### src/rtl/nc_region_decoder.sv
module nc_region_decoder #(
  parameter int          NREG     = 4,
  parameter logic [7:0]  CTL0_IDX = 8'hC0,
  parameter logic [7:0]  CTL1_IDX = 8'hC1,
  parameter logic [7:0]  DESC_IDX = 8'hC4
) (
  input  logic        clk,
  input  logic        rst_n,
  input  logic        cfg_we,
  input  logic [7:0]  cfg_idx,
  input  logic [7:0]  cfg_wdata,
  output logic [7:0]  cfg_rdata,
  input  logic [31:0] addr,
  output logic        nc_flag
);
  localparam int NBYTES = 3 * NREG;
  localparam int OW     = $clog2(NBYTES);

  logic [7:0] dbyte [NBYTES];
  logic [1:0] ctl0;
  logic       ctl1;

  logic [7:0]    off;
  logic          in_desc;
  logic [OW-1:0] sel;

  assign off     = cfg_idx - DESC_IDX;
  assign in_desc = (cfg_idx >= DESC_IDX) && (off < 8'(NBYTES));
  assign sel     = off[OW-1:0];

  always_ff @(posedge clk) begin
    if (!rst_n) begin
      ctl0 <= '0;
      ctl1 <= 1'b0;
      for (int i = 0; i < NBYTES; i++) dbyte[i] <= '0;
    end else if (cfg_we) begin
      if (cfg_idx == CTL0_IDX)      ctl0 <= cfg_wdata[1:0];
      else if (cfg_idx == CTL1_IDX) ctl1 <= cfg_wdata[0];
      else if (in_desc)             dbyte[sel] <= cfg_wdata;
    end
  end

  always_comb begin
    cfg_rdata = '0;
    if (cfg_idx == CTL0_IDX)      cfg_rdata = {6'b0, ctl0};
    else if (cfg_idx == CTL1_IDX) cfg_rdata = {7'b0, ctl1};
    else if (in_desc)             cfg_rdata = dbyte[sel];
  end

  logic [NREG-1:0] hit;

  for (genvar g = 0; g < NREG; g++) begin : g_reg
    logic [3:0]  code;
    logic [19:0] base, mask;
    assign code = dbyte[3*g+2][3:0];
    assign base = {dbyte[3*g], dbyte[3*g+1], dbyte[3*g+2][7:4]};
    assign mask = (code == 4'd15) ? 20'd0 : ~((20'd1 << (code - 4'd1)) - 20'd1);
    assign hit[g] = (code != 4'd0) && (((addr[31:12] ^ base) & mask) == 20'd0);
  end

  logic lo_win, hi_win, nc_next;
  assign lo_win  = ctl0[0] && (addr[19:16] == 4'd0);
  assign hi_win  = ctl0[1] && (addr[31:20] == 12'd0) && (addr[19:0] >= 20'hA0000);
  assign nc_next = (|hit) || lo_win || hi_win;

  always_ff @(posedge clk) begin
    if (!rst_n) nc_flag <= 1'b0;
    else        nc_flag <= nc_next;
  end
endmodule

### config.mk
export PLATFORM = sky130hd
export DESIGN_NAME = nc_region_decoder
export DESIGN_NICKNAME = d
export VERILOG_FILES = /design/src/rtl/nc_region_decoder.sv
export SDC_FILE = /design/constraint.sdc
export NUM_CORES = 1
export LEC_CHECK = 0
export ABC_AREA = 1
export BUFFER_PORTS_ARGS = -buffer_cell sky130_fd_sc_hd__buf_2
export CAP_MARGIN = 20
export CORE_ASPECT_RATIO = 2
export CORE_UTILIZATION = 61
export CTS_CLUSTER_SIZE = 28
export DETAILED_ROUTE_END_ITERATION = 10
export HOLD_SLACK_MARGIN = 0.1
export PLACE_DENSITY = 0.8
export SYNTH_ARGS = -nofsm -noshare
export SYNTH_HDL_FRONTEND = slang
export SYNTH_SLANG_ARGS = --single-unit
### constraint.sdc
create_clock -name clk -period 2.7 [get_ports clk]
set_input_delay 0.405 -clock clk [delete_from_list [all_inputs] [get_ports clk]]
set_output_delay 0.405 -clock clk [all_outputs]
set_load 0.05 [all_outputs]
==> metrics.md <==
| Metric | Value |
|---|---|
| Adder-Cell Fraction of Synth Area | 1.33% |
| Largest family of logic cells by synthesized area | simple AND/OR/NAND/NOR gates |
| R2R cell count | 18 |
| Synth Area in Compound Gates | 10.1% |
| Vias | between 7,000 and 8,000 |
| GRT Overall Usage | around two fifths |
| Initial Util | 62.5% |
| Xor-xnor portion of the synthesized cell area | ~6.7% |
| Initial antenna violation count | 0 |
| Final WL | 27,100 um |
| Insertion delay to the later sink of the worst-skew pair | between 0.4 and 0.5 ns |
| Critical path launch point type | register |
| Syn avg cell area | 8.32 um2 |
| Yosys warns | 0 |
| Die W | 85.2 um |
| Layout cell share with drive strength beyond 1 | 15.9% |
| WP data arrival | roughly 2.2 ns |
| Synth unique cells | 51 |
| Static Leak | 0.00437 uW |
| Mux cell area share after synthesis | 0% |
| Final Hold Viols | 0 |
| Clock Tree Buf Depth | 3 |
| Final core utilization | 72.2% |
| Max Freq | 382 MHz |
| Die height | roughly 170 um |
| CTS tree | yes |
| Largest net degree at the start of global routing | 29 |
| Hold Crit Class | in -> reg |
| Synth Flop Type | edfxtp_1 |
| Status | finished, final reports clean |
| Reg2reg start | dbyte[8][1] |
| Post-synth EDFFs | 128 |
| Placer Congestion | around 1.0 |
| Sequential area share after synthesis | 46.5% |
| Slew Limit Fails | 0 |
| Setup violators final | 0 |
| Simple-gate share of the synthesized area | 28.5% |
| Die ar. | 14,300 um2 |
| Cts bufs inserted | 25 |
| Maximum capacitance violations | 0 |
| Clock Skew | 0.0141 ns |
| Post-Route Setup TNS | 0 ns |
| HP Start | cfg_wdata[2] |
| Crit path max fanout | 10 |
| Top cells by area in the synthesized netlist | edfxtp_1 46%, nand2_1 9.0%, nor2_1 7.6% |
| NumNets Final | 1,169 |
| # DRC | 0 |
| WL/cell | approximately 21 um |
| Kind of critical path | reg -> out |
| Layout area overhead | 15.6% |
| Worst setup path start | dbyte[8][2] |
| Root Driver | clkbuf_16 |
| Port Buffers | 47 |
| Synth top area share | 45.5% |
| Minimum clock period | 2.62 ns |
| Routed Antenna Nets | 0 |
| Slew headroom | 46.3% |
| Reg clk slew, reported paths | 0.05 ns |
| First-pass GRT wire length | 39,700 um |
| Crit. End Element | output port |
| Iter 0 DRT Violations | 840 |
| Clock Sinks | 132 |
| Io pins | 60 |
| Most common cell after layout, fill and taps aside | nand2_1 |
| Grt ovf | 0 |
| Worst hold path cell count | 1 |
| Power Density | between 600 and 700 nW/um2 |
| Core Area | 13,500 um2 |
| Async S/R FF share, synth | 0% |
| Most frequent cells in the layout | 202 x nand2_1, 172 x nor2_1, 128 x edfxtp_1 |
| CTS Hold Bufs | 0 |
| Number of synthesized register bits | 132 |
| Mapped cell area | 8440 um2 |
| Worst-margin pin slew | 0.804 ns |
| Yosys top cell by area | edfxtp_1 |
| Antenna diodes | 0 |
| CP Data Required Time | ~2.3 ns |
| Synth Instances | 1,015 |
| VDD IR max | 0.739 mV |
| H-tree depth | 4 |
| Drt pass-1 iters | 6 |
| Fin crit share | a little over nine tenths |
| Placement Rows | 60 |
| Vias/cell | 6.15 |
| DP Wirelength | between 20,000 and 25,000 um |
| Vias in the first global route | approximately 7,400 |
-- worst max-delay path, cell delays in order (launching register included) --
cell	delay [ns]
edfxtp_1	0.37
buf_4	0.19
inv_1	0.19
nand2_1	0.11
o21ai_0	0.09
o21ai_0	0.23
a21oi_1	0.10
nor3_1	0.21
clkbuf_4	0.27
-- cells by family (layout without fill, tap and decap cells) --
family,count (synthesis),count (layout)
AO/OA/AOI/OAI,141,141
XOR/XNOR,65,65
adder cells (fa/ha/maj),9,9
buffers and inverters,138,207
flip-flops,132,132
other,1,32
AND/OR/NAND/NOR,529,529
-- power by group --
part           internal (uW)  total (uW)  switching (uW)  leakage, uW
sequential              2370        2460            84.4      0.00126
clock                   1740        2580             848     0.000339
combinational            278         874             596      0.00277
-- layout make-up --
class | count | area (um2)
inverters | 94 | 358
fillers | 1077 | 3760
clock inverters | 6 | 52.6
repair buffers | 80 | 526
multi-input cells | 776 | 4070
well taps | 155 | 194
flip-flops and latches | 132 | 3920
clock buffers | 27 | 633
-- repair_timing --
item | 4_1_cts | 5_1_grt
setup buffers | 0 | 4
setup endpoints to repair | 0 | 3
hold endpoints to repair | 0 | 0
resized for setup | 0 | 2
-- path summary, 6_finish.rpt --
kind / endpoint / slack [ns]
min reg2reg: ctl1 / 0.57
max reg2reg: nc_flag / 0.21
min: dbyte[15][2] / 0.17
max: cfg_rdata[2] / 0.08
-- layer usage --
| metal | share of wire, % | track usage, % | vias to the layer above |
|---|---|---|---|
| met5 | 0 | 0 | - |
| met2 | 49 | 66.0 | 515 |
| met1 | 31 | 38.7 | 3522 |
| met4 | 11 | 36.3 | 0 |
| met3 | 9.5 | 6.13 | 191 |
| li1 | - | - | 3584 |
-- through the flow --
stage,cell area [um2],std cells,worst slack [ns],power [uW],hold slack (ns)
after floorplan,8560,1046,-0.218,3020,0.504
after global placement,9040,1233,0.226,3320,0.528
after detailed placement,9040,1233,0.131,3330,0.565
after CTS,9720,1266,0.0484,5880,0.165
after global routing,9760,1270,-0.0165,6060,0.171
final,9760,1270,0.0808,5920,0.170
-- sequential cells by signal, summed over array words and instances (netlist names) --
register,cells
dbyte,128
ctl0,2
nc_flag,1
ctl1,1
-- cell usage after synthesis, types with 15 or more instances --
library cell	count
xor2_1	48
a21oi_1	22
clkbuf_1	29
inv_1	77
xnor2_1	17
nand3_1	76
o22ai_1	49
nand2_1	202
nor2_1	172
o21ai_0	39
inv_2	15
edfxtp_1	128
(Power assumes the default switching activity.)
